<file path="src/rtl/lbcam.sv">
module lbcam #(
  parameter int N = 16,
  parameter int W = 8,
  parameter int AW = (N > 1) ? $clog2(N) : 1,
  parameter logic [AW-1:0] MISS_ADDR = '1
) (
  input  logic          clk,
  input  logic          rst_n,
  input  logic          wr_en,
  input  logic          wr_keep,
  input  logic [AW-1:0] wr_addr,
  input  logic [W-1:0]  wr_word,
  input  logic          srch_go,
  input  logic [W-1:0]  srch_key,
  output logic [AW-1:0] res_addr,
  output logic          res_hit
);
  logic [W-1:0]  word_q [N];
  logic [N-1:0]  vld_q;
  logic [N-1:0]  hit_line;
  logic [AW-1:0] enc_addr;
  logic          enc_any;

  for (genvar i = 0; i < N; i++) begin : g_slot
    logic [W-1:0] eq_bits;
    for (genvar b = 0; b < W; b++) begin : g_bit
      assign eq_bits[b] = ~(word_q[i][b] ^ srch_key[b]);
    end
    assign hit_line[i] = vld_q[i] & (&eq_bits);

    always_ff @(posedge clk) begin
      if (!rst_n) begin
        vld_q[i]  <= 1'b0;
        word_q[i] <= '0;
      end else if (wr_en && wr_addr == AW'(i)) begin
        vld_q[i] <= wr_keep;
        if (wr_keep) word_q[i] <= wr_word;
      end
    end
  end

  always_comb begin
    enc_addr = MISS_ADDR;
    enc_any  = 1'b0;
    for (int i = N - 1; i >= 0; i--) begin
      if (hit_line[i]) begin
        enc_addr = AW'(i);
        enc_any  = 1'b1;
      end
    end
  end

  always_ff @(posedge clk) begin
    if (!rst_n) begin
      res_addr <= MISS_ADDR;
      res_hit  <= 1'b0;
    end else if (srch_go) begin
      res_addr <= enc_addr;
      res_hit  <= enc_any;
    end
  end

  AST_MISS_DEFAULT: assert property (@(posedge clk) disable iff (!rst_n)
    !res_hit |-> res_addr == MISS_ADDR) else $error("miss addr");
  AST_HOLD_IDLE: assert property (@(posedge clk) disable iff (!rst_n)
    !srch_go |=> $stable(res_addr) && $stable(res_hit)) else $error("hold");
  AST_HIT_NEEDS_VALID: assert property (@(posedge clk) disable iff (!rst_n)
    srch_go && vld_q == '0 |=> !res_hit) else $error("invalid hit");
  AST_DELETE_CLEARS: assert property (@(posedge clk) disable iff (!rst_n)
    wr_en && !wr_keep |=> !vld_q[$past(wr_addr)]) else $error("delete");
  AST_STORE_VALID: assert property (@(posedge clk) disable iff (!rst_n)
    wr_en && wr_keep |=> vld_q[$past(wr_addr)] && word_q[$past(wr_addr)] == $past(wr_word)) else $error("store");
  AST_ONE_RESULT: assert property (@(posedge clk) disable iff (!rst_n)
    srch_go && hit_line[0] |=> res_hit && res_addr == '0) else $error("prio");
endmodule

</file>
<file path="config.mk">
export PLATFORM = sky130hd
export DESIGN_NAME = lbcam
export DESIGN_NICKNAME = d
export VERILOG_FILES = /design/src/rtl/lbcam.sv
export SDC_FILE = /design/constraint.sdc
export NUM_CORES = 1
export LEC_CHECK = 0
export ABC_AREA = 1
export CORE_ASPECT_RATIO = 1.4
export CORE_MARGIN = 5
export CORE_UTILIZATION = 53
export CTS_CLUSTER_SIZE = 16
export DETAILED_ROUTE_END_ITERATION = 12
export DONT_BUFFER_PORTS = 1
export PLACE_DENSITY = 0.77
export SLEW_MARGIN = 20
export SYNTH_ARGS = -nofsm -noshare
export SYNTH_HDL_FRONTEND = slang
export SYNTH_SLANG_ARGS = --single-unit
</file>
<file path="constraint.sdc">
create_clock -name clk -period 1.9 [get_ports clk]
set_input_delay 0.38 -clock clk [delete_from_list [all_inputs] [get_ports clk]]
set_output_delay 0.38 -clock clk [all_outputs]
set_load 0.02 [all_outputs]
</file>
==> metrics.md, run 1 <==
| Metric | Value |
|---|---|
| DR vias/cell | `5.84` |
| GR Util All Layers | `24.9%` |
| Global-route wire length before repair | `31800 um` |
| Post-synth top area share | `just over 50%` |
| Synth unique cells | `45` |
| Clock skew after layout | `between 10 and 15 ps` |
| Crit share post-route | `100%` |
| TritonRoute pass-1 iters | `6` |
| Core area | `13900 um^2` |
| Finished Layout Cells | `1018` |
| Mapped Nets | `813` |
| DPL Wire Length | `~13000 um` |
| Synth top area cells | `edfxtp_1, nor2_1, dfxtp_1, nand2_1, xor2_1` |
| Crit Reg-Reg Endpoint | `res_addr[0]` |
| Sequential-to-total area share from yosys stat | `56.9%` |
| Die Width | `about 110 um` |
| Design Power | `8.13 mW` |
| CP peak stage delay | `400 ps` |
| Critical path launch point type | `flop` |
| Post-layout net count | `845` |
| P&R area growth vs syn | `13.6%` |
| Min-Delay Path Class | `primary input to flop` |
| # setup viols final | `1` |
| Cell repeated most along the worst path | `nand2_1` |
| Post-Syn Area per Cell | `9.50 um^2` |
| Initial antenna violation count | `0` |
| GR Overflow Total | `0` |
| Final setup TNS | `-3.13 ps` |
| Hold path cells | `1` |
| Reg clk slew, reported paths | `70 ps` |
| Minimum period implied by the final worst setup slack | `1900 ps` |
| Num rows | `just over 50` |
| Post-Syn Instances | `788` |
| Clk_lat worst skew | `about 420 ps` |
| Placer Congestion | `roughly 0.95` |
| Share of cells above drive strength 1 | `between 10% and 20%` |
| Fin util | `61.2%` |
| Peak VDD IR | `between 800 and 900 uV` |
| Final Hold Fails | `0` |
| Routed len/inst | `between 20 and 25 um` |
| Port Buffer Count | `0` |
| Post-route DRC | `0` |
| # clock sinks | `149` |
| Clock Path Buffers | `2` |
| Post-route cell area | `8510 um^2` |
| Height of the die | `151 um` |
| Fmax | `525 MHz` |
| Warning count from the yosys run | `0` |
| RSZ-0062 raised after global routing | `true` |
| PwrDens | `955 nW/um^2` |
| Violated checks | `negative setup slack` |
| Slew Limit Fails | `0` |
| Max_slew headroom | `around 52%` |
| R2R setup slack | `-3 ps` |
| Die area | `around 17000 um^2` |
| Post-synthesis cell area | `7490 um^2` |
| EDFF count, synth | `128` |
| I/O Pins | `30` |
| Primary FF master, synth | `edfxtp_1` |
| H-tree levels | `4` |
| Reg2reg start | `word_q[1][49]` |
| Asr flop ratio synth | `0%` |
| Worst Path Required | `2200 ps` |
| CTS Root Cell | `clkbuf_16` |
| Vias in the first global route | `5956` |
| CTS buffer count | `17` |
| WL final | `between 20000 and 25000 um` |
| DP Area | `7830 um^2` |
| Setup CP Type | `flop to flop` |
| CP max FO | `3` |
| CP Cell Sequence | `nand2_1 -> nand2_1 -> nor2_4 -> nand3_2 -> nor2_2 -> nand2_1 -> nand2_1 -> nand2_1 -> nand2_1 -> nand2_1 -> nand2_1 -> nand2_1 -> nand2_1 -> nand2_1 -> nand2_1 -> nand2_1 -> nand2_1 -> nand2_1 -> nand2_1 -> nand2_1` |
| Hold-fix buffers, CTS | `0` |
| Via count | `5942` |
| Synthesized flop and latch total | `about 150` |
| Largest net degree at the start of global routing | `between 40 and 50` |
| Placed cells | `985` |
| Most common cell in the netlist | `nor2_1` |
| Worst hold start | `rst_n` |
| CTS tree | `built` |
| Post-DRT Antenna Nets | `0` |
| Layout filler cell count | `~1.1k` |
| Setup crit end kind | `flop` |
| Leak | `3.35 nW` |
| Pre-CTS WS | `-44.6 ps` |
| Least-Margin Pin Slew | `724 ps` |
| Initial Utilization | `53.8%` |
| Cells on worst reg2reg path | `20` |
| Drt initial violations | `624` |
| Hold EP | `res_addr[3]` |
| Final WS setup | `-3.13 ps` |
| Slowest-stage cell, CP | `edfxtp_1` |
| Status | `finished with violations` |
| Arrival @ worst endpoint | `2210 ps` |
| # Max-Cap Violations | `0` |
| WHS | `72.4 ps` |
| Area leader, netlist | `edfxtp_1` |
| Diodes inserted | `0` |
| Synth top cells by count | `nor2_1, edfxtp_1, nand2_1, inv_1, o21ai_0` |
[sequential cells by signal, summed over array words and instances, names as in the netlist]
signal,cells
res_addr,4
res_hit,1
vld_q,16
word_q,128
[layout make-up]
class / instances / area, um^2 / area share [%]
Clock inverter: 12 / 203 / 2.38
Multi-Input combinational cell: 532 / 2710 / 31.8
Clock buffer: 20 / 447 / 5.25
Timing Repair Buffer: 49 / 380 / 4.47
Tap cell: 185 / 231 / 2.72
Inverter: 71 / 279 / 3.28
Sequential cell: 149 / 4260 / 50.1
[cells by family (layout without fill, tap and decap cells)]
group / Yosys count / after routing / share of synthesized area, %
xor+xnor: 44 / 44 / 5.15
compound gates: 104 / 104 / 9.32
simple gates: 384 / 384 / 21.3
buf+inv: 107 / 152 / 7.25
flops: 149 / 149 / 56.9
[where the power goes]
part | switching (mW) | total, mW | internal [mW]
Combinational | 0.396 | 0.621 | 0.225
Clock | 1.33 | 3.70 | 2.37
Sequential | 0.0982 | 3.81 | 3.71
Total | 1.82 | 8.13 | 6.31
[worst max-delay path by stage]
stage	from	end	slack [ps]	cells past startpoint
final	word_q[1][49]	res_addr[0]	-3	20
after global routing	word_q[1][54]	res_addr[0]	-180	20
after CTS	word_q[1][31]	res_addr[0]	8	18
after detailed placement	srch_key[0]	res_addr[3]	-40	9
after global placement	srch_key[7]	res_hit	-7	8
after floorplan	wr_keep	word_q[0][40]	-170	4
[placed cells by master, fill, tap and decap left out, types with 5 or more instances in the layout]
| master | Yosys | layout |
|---|---|---|
| a211oi_1 | 6 | 6 |
| dfxtp_1 | 21 | 21 |
| nand2_2 | 3 | 5 |
| o31ai_1 | 17 | 17 |
| inv_1 | 64 | 64 |
| clkbuf_16 | 0 | 17 |
| bufinv_16 | 0 | 5 |
| nand2_1 | 103 | 101 |
| nand4_1 | 7 | 7 |
| o21ai_0 | 37 | 37 |
| o22ai_1 | 10 | 10 |
| nor3_1 | 18 | 18 |
| edfxtp_1 | 128 | 128 |
| buf_4 | 3 | 48 |
| xnor2_1 | 11 | 11 |
| nand3_1 | 30 | 29 |
| a21oi_1 | 9 | 9 |
| xor2_1 | 33 | 33 |
| nor2_1 | 204 | 200 |
[worst max-delay path, delay by kind of cell, from the launching register on]
| family | cells | cell delay, ps |
|---|---|---|
| simple gates | 20 | 1380 |
| flops | 1 | 400 |
[per-layer routing]
metal	vias up	wire length, um	global-route usage [%]
met5	-	0	0
met4	0	712	11.6
met3	70	2040	4.54
met2	349	10400	44.0
met1	2790	7260	29.6
li1	2733	-	-
[repair_timing]
item	4_1_cts	5_1_grt
buffers inserted	0	1
setup endpoints to repair	0	1
resized for setup	0	8
No activity file was read; power rests on OpenSTA's default activity.
==> run 2: changes to the inputs <==
--- a/config.mk
+++ b/config.mk
@@ -9,9 +9,11 @@
 export CORE_ASPECT_RATIO = 1.4
 export CORE_MARGIN = 5
 export CORE_UTILIZATION = 53
+export CTS_BUF_LIST = sky130_fd_sc_hd__clkbuf_4
 export CTS_CLUSTER_SIZE = 16
 export DETAILED_ROUTE_END_ITERATION = 12
 export DONT_BUFFER_PORTS = 1
+export GPL_ROUTABILITY_DRIVEN = 0
 export PLACE_DENSITY = 0.77
 export SLEW_MARGIN = 20
 export SYNTH_ARGS = -nofsm -noshare
==> run 2 against run 1 <==
Effect of this change:
- the flow now finishes without violations
- routed wire length decreased by 2.3%
- clock-buffer cell count decreased by 1
- die area unchanged
- register-to-register slack improved by 50 ps
- clock skew increased by 2.0 ps
- sequential share of layout area increased by 1.7 points
- worst setup slack improved by 46 ps
- cell area decreased by 3.3%
- critical path type unchanged
- largest cell class unchanged
==> metrics.md, run 2 (same netlist as run 1, synthesis figures left out) <==
| Metric | Value |
|---|---|
| Max reg flops | `128 (unchanged)` |
| H-tree levels | `4 (unchanged)` |
| Max_slew headroom | `41.7% (-10 points)` |
| Core area | `13900 um^2 (unchanged)` |
| Biggest register | `word_q` |
| Vias in the first global route | `5872 (-1.4%)` |
| Crit share post-route | `97.8% (-2.4 points)` |
| Share of cells above drive strength 1 | `13.3% (+0.088 points)` |
| Drt initial violations | `551 (-12%)` |
| DR vias/cell | `5.80 (-0.71%)` |
| Largest net degree at the start of global routing | `36 (-25%)` |
| Die area | `16600 um^2 (unchanged)` |
| Initial Utilization | `53.8% (unchanged)` |
| Post-route DRC | `0 (unchanged)` |
| Switching power share of the total | `24.3% (+1.9 points)` |
| Cell repeated most along the worst path | `nand2_1` |
| Initial antenna violation count | `1 (+1)` |
| Leak | `3.23 nW (-3.7%)` |
| CP max FO | `2 (-1)` |
| Setup CP Type | `flop to flop` |
| Commonest non-fill, non-tap cell in the layout | `nor2_1` |
| Biggest regs | `word_q (128), vld_q (16), res_addr (4)` |
| CTS Root Cell | `clkbuf_4` |
| DPL Wire Length | `12500 um (unchanged)` |
| Post-DRT Antenna Nets | `0 (unchanged)` |
| Pint | `5.14 mW (-19%)` |
| # clock sinks | `149 (unchanged)` |
| Die Width | `110 um (unchanged)` |
| CP Cell Sequence | `inv_1 -> nand2_1 -> nand2_2 -> nor3_2 -> nand4_1 -> nand2_1 -> nand2_1 -> nand2_1 -> nand2_1 -> nand2_1 -> nand2_1 -> nand2_1 -> nand2_1 -> nand2_1 -> nand2_1 -> nand2_1 -> nand2_1 -> nand2_1` |
| Worst Path Required | `2420 ps (+220 ps)` |
| GR Util All Layers | `24.5% (-0.47 points)` |
| GR Overflow Total | `0 (unchanged)` |
| PwrDens | `825 nW/um^2 (-14%)` |
| Clock Path Buffers | `2 (unchanged)` |
| P&R area growth vs syn | `9.87%` |
| Routed len/inst | `19.5 um (-2.6%)` |
| Status | `finished, final reports clean` |
| Fmax | `538 MHz (+2.5%)` |
| Final WS setup | `42.5 ps (+45.6 ps)` |
| Slowest-stage cell, CP | `edfxtp_1` |
| I/O Pins | `30 (unchanged)` |
| Arrival @ worst endpoint | `2380 ps (+170 ps)` |
| Pre-CTS WS | `-44.6 ps (unchanged)` |
| Design Power | `6.79 mW (-17%)` |
| Seq pwr share | `56.0% (+9.1 points)` |
| Logic pwr share | `9.2% (+1.6 points)` |
| Slew Limit Fails | `0 (unchanged)` |
| Fin util | `59.2% (-2.0 points)` |
| CTS tree | `built` |
| Setup crit end kind | `flop` |
| P_sw | `1.65 mW (-9.4%)` |
| # Max-Cap Violations | `0 (unchanged)` |
| Global-route wire length before repair | `31200 um (-1.9%)` |
| Finished Layout Cells | `1021 (+0.29%)` |
| CTS buffer count | `17 (unchanged)` |
| Port Buffer Count | `0 (unchanged)` |
| Via count | `5917 (-0.42%)` |
| Critical path launch point type | `flop` |
| WL final | `19900 um (-2.3%)` |
| Final setup TNS | `0 ps (+3.13 ps)` |
| Reg clk slew, reported paths | `130 ps (+60 ps)` |
| Final Hold Fails | `0 (unchanged)` |
| Post-layout net count | `847 (+0.24%)` |
| Least-Margin Pin Slew | `872 ps (+148 ps)` |
| Minimum period implied by the final worst setup slack | `1860 ps (-45.6 ps)` |
| Peak VDD IR | `454 uV (-45%)` |
| TritonRoute pass-1 iters | `7 (+1)` |
| CP peak stage delay | `420 ps (+20 ps)` |
| Clock share of power | `34.8% (-11 points)` |
| Num rows | `51 (unchanged)` |
| Clock skew after layout | `13.3 ps (+1.96 ps)` |
| Height of the die | `151 um (unchanged)` |
| Min-Delay Path Class | `primary input to flop` |
| Clk_lat worst skew | `570 ps (+150 ps)` |
| Placed cells | `985 (unchanged)` |
| Most frequent cells in the layout | `nor2_1, edfxtp_1, nand2_1` |
| # setup viols final | `0 (-1)` |
| RSZ-0062 raised after global routing | `true` |
run 2: stage by stage:
| step | hold WS [ps] | area (um^2) |
|---|---|---|
| 3_5_place_dp | 451 | 7830 |
| 6_report | 103 | 8230 |
| 5_1_grt | 107 | 8230 |
| 3_3_place_gp | 445 | 7830 |
| 2_1_floorplan | 432 | 7490 |
| 4_1_cts | 10.1 | 8190 |
run 2: power by group through the flow:
stage / Sequential [mW] / Combinational, mW / Clock [mW]
3_5_place_dp: 3.87 / 0.590 / 0
4_1_cts: 3.80 / 0.603 / 2.36
3_3_place_gp: 3.87 / 0.579 / 0
6_report: 3.80 / 0.622 / 2.36
5_1_grt: 3.82 / 0.682 / 2.50
2_1_floorplan: 3.85 / 0.463 / 0
run 2: layout make-up:
cell class / count / area (um^2)
fillers: 1182 / 5680
diodes: 1 / 2.50
multi-input cells: 532 / 2700
repair buffers: 51 / 400
well taps: 185 / 231
clock inverters: 13 / 206
clock buffers: 19 / 143
flip-flops and latches: 149 / 4260
inverters: 71 / 279
run 2: worst paths after layout:
check | from | cells after the start | slack, ps | endpoint
setup / recovery | word_q[1][31] | 18 | 40 | res_addr[0]
hold / removal | srch_go | 3 | 100 | res_addr[2]
setup reg to reg | word_q[1][31] | 18 | 40 | res_addr[0]
hold reg to reg | vld_q[6] | 2 | 470 | vld_q[6]
run 2: what timing repair did:
item	4_1_cts	5_1_grt
setup buffers	0	1
endpoints found under the setup margin	0	1
gates resized for setup	0	7
endpoints found under the hold margin	13	1
hold buffers	1	1
run 2: metal layers:
metal / wire [um] / track usage (%) / up-vias
met3: 1960 / 4.06 / 56
li1: - / - / 2735
met2: 10300 / 43.3 / 341
met5: 0 / 0 / -
met4: 587 / 10.5 / 0
met1: 7080 / 29.6 / 2785
run 2: worst max-delay path: cells and delay by family, from the launching register on:
family	cells	cell delay [ps]
and+or+nand+nor	17	1320
DFF	1	420
buffers and inverters	1	70
